$ cat src/rtl/lcd_row_scan_pkg.sv
package lcd_row_scan_pkg;
  typedef enum logic [1:0] {MODE_FULL, MODE_FIRST, MODE_LAST} scan_mode_e;

  localparam logic [2:0] SEL_FIRST = 3'b001;
  localparam logic [2:0] SEL_LAST  = 3'b010;

  function automatic scan_mode_e decode_sel(input logic [2:0] sel);
    case (sel)
      SEL_FIRST: decode_sel = MODE_FIRST;
      SEL_LAST:  decode_sel = MODE_LAST;
      default:   decode_sel = MODE_FULL;
    endcase
  endfunction
endpackage

$ cat src/rtl/rsc_row_counter.sv
module rsc_row_counter #(
  parameter int N_ROWS = 67,
  localparam int RW = $clog2(N_ROWS)
) (
  input  logic          clk_i,
  input  logic          rst_ni,
  input  logic          start_i,
  input  logic          step_i,
  output logic [RW-1:0] row_o
);
  localparam logic [RW-1:0] LAST = RW'(N_ROWS - 1);

  always_ff @(posedge clk_i or negedge rst_ni) begin
    if (!rst_ni)      row_o <= '0;
    else if (start_i) row_o <= '0;
    else if (step_i)  row_o <= (row_o == LAST) ? '0 : row_o + RW'(1);
  end
endmodule

$ cat src/rtl/rsc_cfg_latch.sv
module rsc_cfg_latch
  import lcd_row_scan_pkg::*;
(
  input  logic       clk_i,
  input  logic       rst_ni,
  input  logic       start_i,
  input  logic       mirror_i,
  input  logic [2:0] sel_i,
  output logic       mirror_o,
  output scan_mode_e mode_o
);
  always_ff @(posedge clk_i or negedge rst_ni) begin
    if (!rst_ni) begin
      mirror_o <= 1'b0;
      mode_o   <= MODE_FULL;
    end else if (start_i) begin
      mirror_o <= mirror_i;
      mode_o   <= decode_sel(sel_i);
    end
  end
endmodule

$ cat src/rtl/rsc_row_map.sv
module rsc_row_map
  import lcd_row_scan_pkg::*;
#(
  parameter int N_ROWS    = 67,
  parameter int LINES     = 8,
  parameter int WIN_ROWS  = 8,
  parameter int LAST_BASE = 56,
  localparam int RW = $clog2(N_ROWS),
  localparam int LW = $clog2(LINES),
  localparam int BW = $clog2(2 * ((N_ROWS + LINES - 1) / LINES))
) (
  input  logic [RW-1:0] row_i,
  input  logic          mirror_i,
  input  scan_mode_e    mode_i,
  output logic [BW-1:0] bank_o,
  output logic [LW-1:0] line_o,
  output logic          active_o,
  output logic          cal_block_o
);
  logic [RW-1:0] logical;
  logic [RW-1:0] grp;
  logic [RW-1:0] win_base;
  logic          in_win;

  always_comb begin
    logical  = mirror_i ? (RW'(N_ROWS - 1) - row_i) : row_i;
    grp      = logical / RW'(LINES);
    // two planes per row group: report the even bank
    bank_o   = BW'({grp, 1'b0});
    line_o   = LW'(logical % RW'(LINES));
    win_base = (mode_i == MODE_LAST) ? RW'(LAST_BASE) : '0;
    in_win   = (logical >= win_base) && (logical < win_base + RW'(WIN_ROWS));
    active_o    = (mode_i == MODE_FULL) || in_win;
    cal_block_o = (mode_i != MODE_FULL);
  end
endmodule

$ cat src/rtl/lcd_row_scan.sv
module lcd_row_scan
  import lcd_row_scan_pkg::*;
#(
  parameter int N_ROWS    = 67,
  parameter int LINES     = 8,
  parameter int WIN_ROWS  = 8,
  parameter int LAST_BASE = 56
) (
  input  logic       clk_i,
  input  logic       rst_ni,
  input  logic       row_step_i,
  input  logic       frame_start_i,
  input  logic       mirror_i,
  input  logic [2:0] part_sel_i,
  output logic [6:0] row_o,
  output logic [4:0] bank_o,
  output logic [2:0] line_o,
  output logic       row_active_o,
  output logic       cal_block_o
);
  localparam int RW = $clog2(N_ROWS);
  localparam int LW = $clog2(LINES);
  localparam int BW = $clog2(2 * ((N_ROWS + LINES - 1) / LINES));

  logic [RW-1:0] row_q;
  logic          mirror_q;
  scan_mode_e    mode_q;
  logic [BW-1:0] bank_w;
  logic [LW-1:0] line_w;

  rsc_row_counter #(.N_ROWS(N_ROWS)) u_cnt (
    .clk_i   (clk_i),
    .rst_ni  (rst_ni),
    .start_i (frame_start_i),
    .step_i  (row_step_i),
    .row_o   (row_q)
  );

  rsc_cfg_latch u_cfg (
    .clk_i    (clk_i),
    .rst_ni   (rst_ni),
    .start_i  (frame_start_i),
    .mirror_i (mirror_i),
    .sel_i    (part_sel_i),
    .mirror_o (mirror_q),
    .mode_o   (mode_q)
  );

  rsc_row_map #(
    .N_ROWS(N_ROWS), .LINES(LINES), .WIN_ROWS(WIN_ROWS), .LAST_BASE(LAST_BASE)
  ) u_map (
    .row_i       (row_q),
    .mirror_i    (mirror_q),
    .mode_i      (mode_q),
    .bank_o      (bank_w),
    .line_o      (line_w),
    .active_o    (row_active_o),
    .cal_block_o (cal_block_o)
  );

  assign row_o  = 7'(row_q);
  assign bank_o = 5'(bank_w);
  assign line_o = 3'(line_w);
endmodule

$ cat config.mk
export PLATFORM = sky130hd
export DESIGN_NAME = lcd_row_scan
export DESIGN_NICKNAME = d
export VERILOG_FILES = /design/src/rtl/lcd_row_scan_pkg.sv /design/src/rtl/rsc_row_counter.sv /design/src/rtl/rsc_cfg_latch.sv /design/src/rtl/rsc_row_map.sv /design/src/rtl/lcd_row_scan.sv
export SDC_FILE = /design/constraint.sdc
export NUM_CORES = 1
export LEC_CHECK = 0
export BUFFER_PORTS_ARGS = -buffer_cell sky130_fd_sc_hd__buf_2
export CORE_UTILIZATION = 28
export CTS_BUF_LIST = sky130_fd_sc_hd__clkbuf_4 sky130_fd_sc_hd__clkbuf_8
export DETAILED_ROUTE_END_ITERATION = 6
export GPL_TIMING_DRIVEN = 0
export PLACE_DENSITY_LB_ADDON = 0.3
export SLEW_MARGIN = 5
export SYNTH_ARGS = -nofsm -noshare
export SYNTH_HDL_FRONTEND = slang
export SYNTH_SLANG_ARGS = --single-unit
$ cat constraint.sdc
create_clock -name clk_i -period 8.7 [get_ports clk_i]
set_input_delay 0.87 -clock clk_i [delete_from_list [all_inputs] [get_ports clk_i]]
set_output_delay 0.87 -clock clk_i [all_outputs]
set_load 0.05 [all_outputs]
Word level (Yosys, flattened, before mapping)
Index checks and enable logic that the tools add are counted.
{ "op_classes": {"addsub": 3, "mux": 6, "eq_ne": 4, "n_lt_le_gt_ge": 2, "reduce_logical": 5} }
{ "ops": {"columns": ["op", "count"], "rows": [
  ["2-to-1 mux 7 bit", 4],
  ["adder 7 x 1 -> 7 bit, second input constant", 1],
  ["adder 7 x 4 -> 7 bit, second input constant", 1],
  ["equality test 7 bit, second input constant", 1],
  ["greater-or-equal comparator 7 bit", 1],
  ["< comparator 7 bit", 1],
  ["subtractor 7 bit, first input constant", 1],
  ["2-to-1 mux 6 bit", 1],
  ["one-hot mux 2 bit (2 select lines)", 1],
  ["nonzero test 2 bit", 2],
  ["equality test 3 x 1 -> 1 bit, second input constant", 1],
  ["equality test 3 x 2 -> 1 bit, second input constant", 1],
  ["equality test 2 bit, second input constant", 1],
  ["logical NOT 2 bit", 1],
  ["logical AND 1 bit", 1],
  ["logical OR 1 bit", 1]
]} }
{ "totals": {"ff_bits": 10, "output_inout_bits": 17, "elab_cells": 23, "inputBits": 8} }

Logic depth before layout (Yosys ltp)
{ "logic_depth": {"ltp_word": 6, "depth_mapped": 9, "ltp_nobuf": 9} }

Hierarchy
Synthesis repeated with hierarchy kept, for this count alone.
{ "unflattened": {"hier_cells": 87, "area_unflattened_um2": 839.6} }
{ "by_module_without_submodules": {"columns": ["mod", "n_inst", "cells_each", "area_each_um2", "seq_area_each_um2"], "rows": [
  ["rsc_row_counter", 1, 42, 432.9, 175.2],
  ["rsc_row_map", 1, 36, 285.3, 0.0],
  ["rsc_cfg_latch", 1, 9, 121.4, 75.1]
]} }

Worst setup path after synthesis
No wires, ideal clock.
{ "synth_path": {"kind": "reg-to-output", "from": "register u_cnt.row_o[0]", "to": "output row_active_o", "path_buffers": 0, "required_time_ps": 7830, "slack_ps": 3977, "t_arrival_ps": 3853, "stages_incl_launch_ff": 10, "path_cell_list": "dfrtp_1 ha_1 o31ai_1 xnor2_1 ha_1 or3b_1 or4_4 a21oi_1 o22a_1 o22a_1"} }
{ "synth_via": {"elab_chain_cells": 5, "elab_cells_between_ends": 6, "classes_between": "1 x add/sub; 2 x order compare; 1 x mux; 2 x reduce/logical"} }
{ "synth_rtl": {"columns": ["item", "line", "rtl"], "rows": [
  ["from (decl)", "rsc_row_counter.sv:9", "output logic [RW-1:0] row_o"],
  ["from (signal assigned)", "rsc_row_counter.sv:16", "else if (step_i) row_o <= (row_o == LAST) ? '0 : row_o + RW'(1);"],
  ["subtractor 7 bit *", "rsc_row_map.sv:26", "logical = mirror_i ? (RW'(N_ROWS - 1) - row_i) : row_i;"],
  ["2-to-1 mux 7 bit *", "rsc_row_map.sv:26", null],
  ["net bank_o[2]", "lcd_row_scan.sv:16", "output logic [4:0] bank_o,"],
  ["greater-or-equal comparator 7 bit or < comparator 7 bit (tied branches)", "rsc_row_map.sv:32", "in_win = (logical >= win_base) && (logical < win_base + RW'(WIN_ROWS));"],
  ["logical AND 1 bit *", "rsc_row_map.sv:32", null],
  ["logical OR 1 bit *", "rsc_row_map.sv:33", "active_o = (mode_i == MODE_FULL) || in_win;"],
  ["to (decl)", "lcd_row_scan.sv:18", "output logic row_active_o,"]
]} }
The timed path passes the listed nets; every way through them passes the cells marked *.

Worst setup path after layout
{ "layout_path": {"from": "register u_cnt.row_o[0]", "to": "output row_active_o"} }
{ "layout_via": {"elab_chain_cells": 5, "elab_cells_between_ends": 6, "classes_between": "1 x add/sub; 2 x order compare; 1 x mux; 2 x reduce/logical"} }
{ "layout_rtl": {"columns": ["item", "line"], "rows": [
  ["subtractor 7 bit", "rsc_row_map.sv:26"],
  ["2-to-1 mux 7 bit *", "rsc_row_map.sv:26"],
  ["greater-or-equal comparator 7 bit or < comparator 7 bit (tied branches)", "rsc_row_map.sv:32"],
  ["logical AND 1 bit *", "rsc_row_map.sv:32"],
  ["logical OR 1 bit *", "rsc_row_map.sv:33"]
]} }
Every way passes the cells marked *; elsewhere a longest branch is shown, timed or not.

==> results.sh <==
export IMPL_crit_family="simple AND/OR/NAND/NOR gates"
export IMPL_path_clk_slew_ns=0.07
export IMPL_finalWirelength_um=1836
export IMPL_dr_first_iter_drc_count=3
export IMPL_synth_warnings=0
export IMPL_start_kind="flip-flop"
export IMPL_cts_sinks=10
export IMPL_die_area_sq_um=3180
export IMPL_grt_pass1_wl_um=3243
export IMPL_fmax_mhz=242.0
export IMPL_synth_fa_ha_area_frac=0.09063
export IMPL_maxCapViolations=0
export IMPL_powerDensity_nw_per_um2=132.8
export IMPL_syn_inst=90
export IMPL_antenna_cells=0
export IMPL_hold_path_class="input port to asynchronous set/reset pin"
export IMPL_crit_slowest_cell="dfrtp_1"
export IMPL_ys_types=42
export IMPL_cp_data_arrival_time_ns=3.26
export IMPL_cts_buffers=3
export IMPL_clkLatencyLatePin_ns=0.26
export IMPL_p_leak_nw=0.5367
export IMPL_drive_gt1_frac=0.3846
export IMPL_grt_ovfl_total=0
export IMPL_synth_top_family_by_area="simple AND/OR/NAND/NOR gates"
export IMPL_cts_path_max_buffers=2
export IMPL_chipWidth_um=56.39
export IMPL_register_area_sq_um=250.2
export IMPL_synth_area_sq_um=828.3
export IMPL_stdcell_count=148
export IMPL_drc=0
export IMPL_vias_per_cell=5.074
export IMPL_post_cts_resized=0
export IMPL_place_hpwl_um=1443
export IMPL_fp_coreArea_sq_um=2781
export IMPL_htree_levels=1
export IMPL_synth_mux_area_fraction=0.04532
export IMPL_period_needed_ns=4.132
export IMPL_fillers=296
export IMPL_crit_required_ns=7.83
export IMPL_worst_setup_path_type="flip-flop to output port"
export IMPL_grt_pass1_vias=723
export IMPL_ys_ff_latch=10
export IMPL_seq_area_frac_synth=0.3021
export IMPL_ctsHoldBuffers=0
export IMPL_crit_fanout=11
export IMPL_synth_edf_count=0
export IMPL_place_congestion=0.7448
export IMPL_synth_compound_area_frac=0.1767
export IMPL_place_area_sq_um=982.2
export IMPL_multi_input_area_sq_um=505.5
export IMPL_hold_viol_final=0
export IMPL_final_common_cell="buf_2"
export IMPL_most_common_layout_cells="buf_2 (24), dfrtp_1 (10)"
export IMPL_synth_main_ff_cell="dfrtp_1"
export IMPL_die_height_um=56.39
export IMPL_grt_use_total=0.1273
export IMPL_drtAntennaViolNets=0
export IMPL_finClkSkew_ns=0.0004997
export IMPL_postCtsSetupBuffers=0
export IMPL_clockRootBuffer="clkbuf_4"
export IMPL_pre_cts_slack_ns=4.850
export IMPL_place_inst=144
export IMPL_cp_end_kind="output port"
export IMPL_nNetsFinal=132
export IMPL_wire_per_inst_um=12.41
export IMPL_status="complete, no violations"
export IMPL_grt_max_degree=12
export IMPL_setup_viol=0
export IMPL_initial_core_util=0.2978
export IMPL_rows=19
export IMPL_drv_slew=0
export IMPL_numPortBuffers=23
export IMPL_io_pins=25
export IMPL_tns_ns=0
export IMPL_avgSynthCellArea_sq_um=9.203
export IMPL_antenna_found_initial=0
export IMPL_drt_pass1_iterations=2
export IMPL_worst_path_buf_inv=1
export IMPL_num_vias=751
export IMPL_final_cell_area_sq_um=1018
export IMPL_syn_nets=104
export IMPL_final_setup_worst_slack_ns=4.568
export IMPL_rsz0062_at_grt="no"
export IMPL_finalCritPeriodShare=0.4749
export IMPL_async_flop_share=1.000
export IMPL_vdd_drop_max_mv=0.08689
export IMPL_cts_tree="yes"
export IMPL_synthSimpleGateAreaFrac=0.2402
export IMPL_critPathMaxStageDelay_ns=0.49
export IMPL_path_cells="ha_1 > o31ai_1 > xnor2_1 > ha_1 > or3b_1 > or4_4 > a21oi_1 > o22a_1 > o22a_1 > buf_2"
export IMPL_area_delta_synth_final_pct=22.96
export IMPL_synth_xor_area_frac=0.05287
[state kept, by name (all words and copies together) (netlist names)]
signal	count
u_cnt.row_o	7
u_cfg.mode_o	2
u_cfg.mirror_o	1
[final timing paths]
check	start	to	slack [ns]	cells after the start
worst max register to register	u_cnt.row_o[3]	u_cnt.row_o[3]	7.12	6
worst max-delay path	u_cnt.row_o[0]	row_active_o	4.57	10
min in group clk_i	u_cfg.mode_o[1]	u_cfg.mode_o[1]	0.54	2
worst min-delay path	rst_ni	u_cnt.row_o[3]	0.46	1
worst min register to register	u_cfg.mode_o[1]	u_cfg.mode_o[1]	0.54	2
max in group asynchronous	rst_ni	u_cfg.mirror_o	8.04	1
[synthesized netlist by cell type (all sizes together), types with 3 or more instances]
cell	number	area share
xor2	3	0.032
o21ai	3	0.018
a21oi	6	0.036
dfrtp	10	0.30
buf	5	0.051
nor3	4	0.024
and3	3	0.026
ha	6	0.091
mux2	3	0.045
nor2	6	0.027
inv	7	0.032
[area by class of cell]
cell class | instances | area share
sequential | 10 | 0.2457
buffer | 6 | 0.04545
multi-input combinational | 67 | 0.4963
timing repair buffer | 23 | 0.1130
clock buffer | 4 | 0.03563
inverter | 7 | 0.02580
tap | 31 | 0.03808
[kinds of logic after synthesis]
family / count (synthesis)
adders and majority gates: 6
muxes: 3
and+or+nand+nor: 32
other: 1
buffers and inverters: 13
DFF: 10
xor gates and xnor gates: 5
AOI/OAI and AO/OA: 20
[per-stage QoR]
stage / utilization / hold slack (ns) / total power [W]
final: 0.3662 / 0.4580 / 0.0001352
after detailed placement: 0.3531 / 0.5344 / 0.00009452
after global placement: 0.3531 / 0.5307 / 0.00009363
after floorplan: - / 0.4996 / 0.00008414
after global routing: 0.3662 / 0.4639 / 0.0001432
after CTS: 0.3662 / 0.4561 / 0.0001369
[metal layers]
metal / GRT usage / wire length, um
met5: 0 / 0
met4: 0.07317 / 56
met3: 0.01382 / 69
met2: 0.2075 / 893
met1: 0.1626 / 817
[where the power goes]
group          internal (W)  switching, W
sequential        0.0000481    0.00000230
clock             0.0000254     0.0000166
combinational     0.0000152     0.0000276
(Power assumes the default switching activity.)
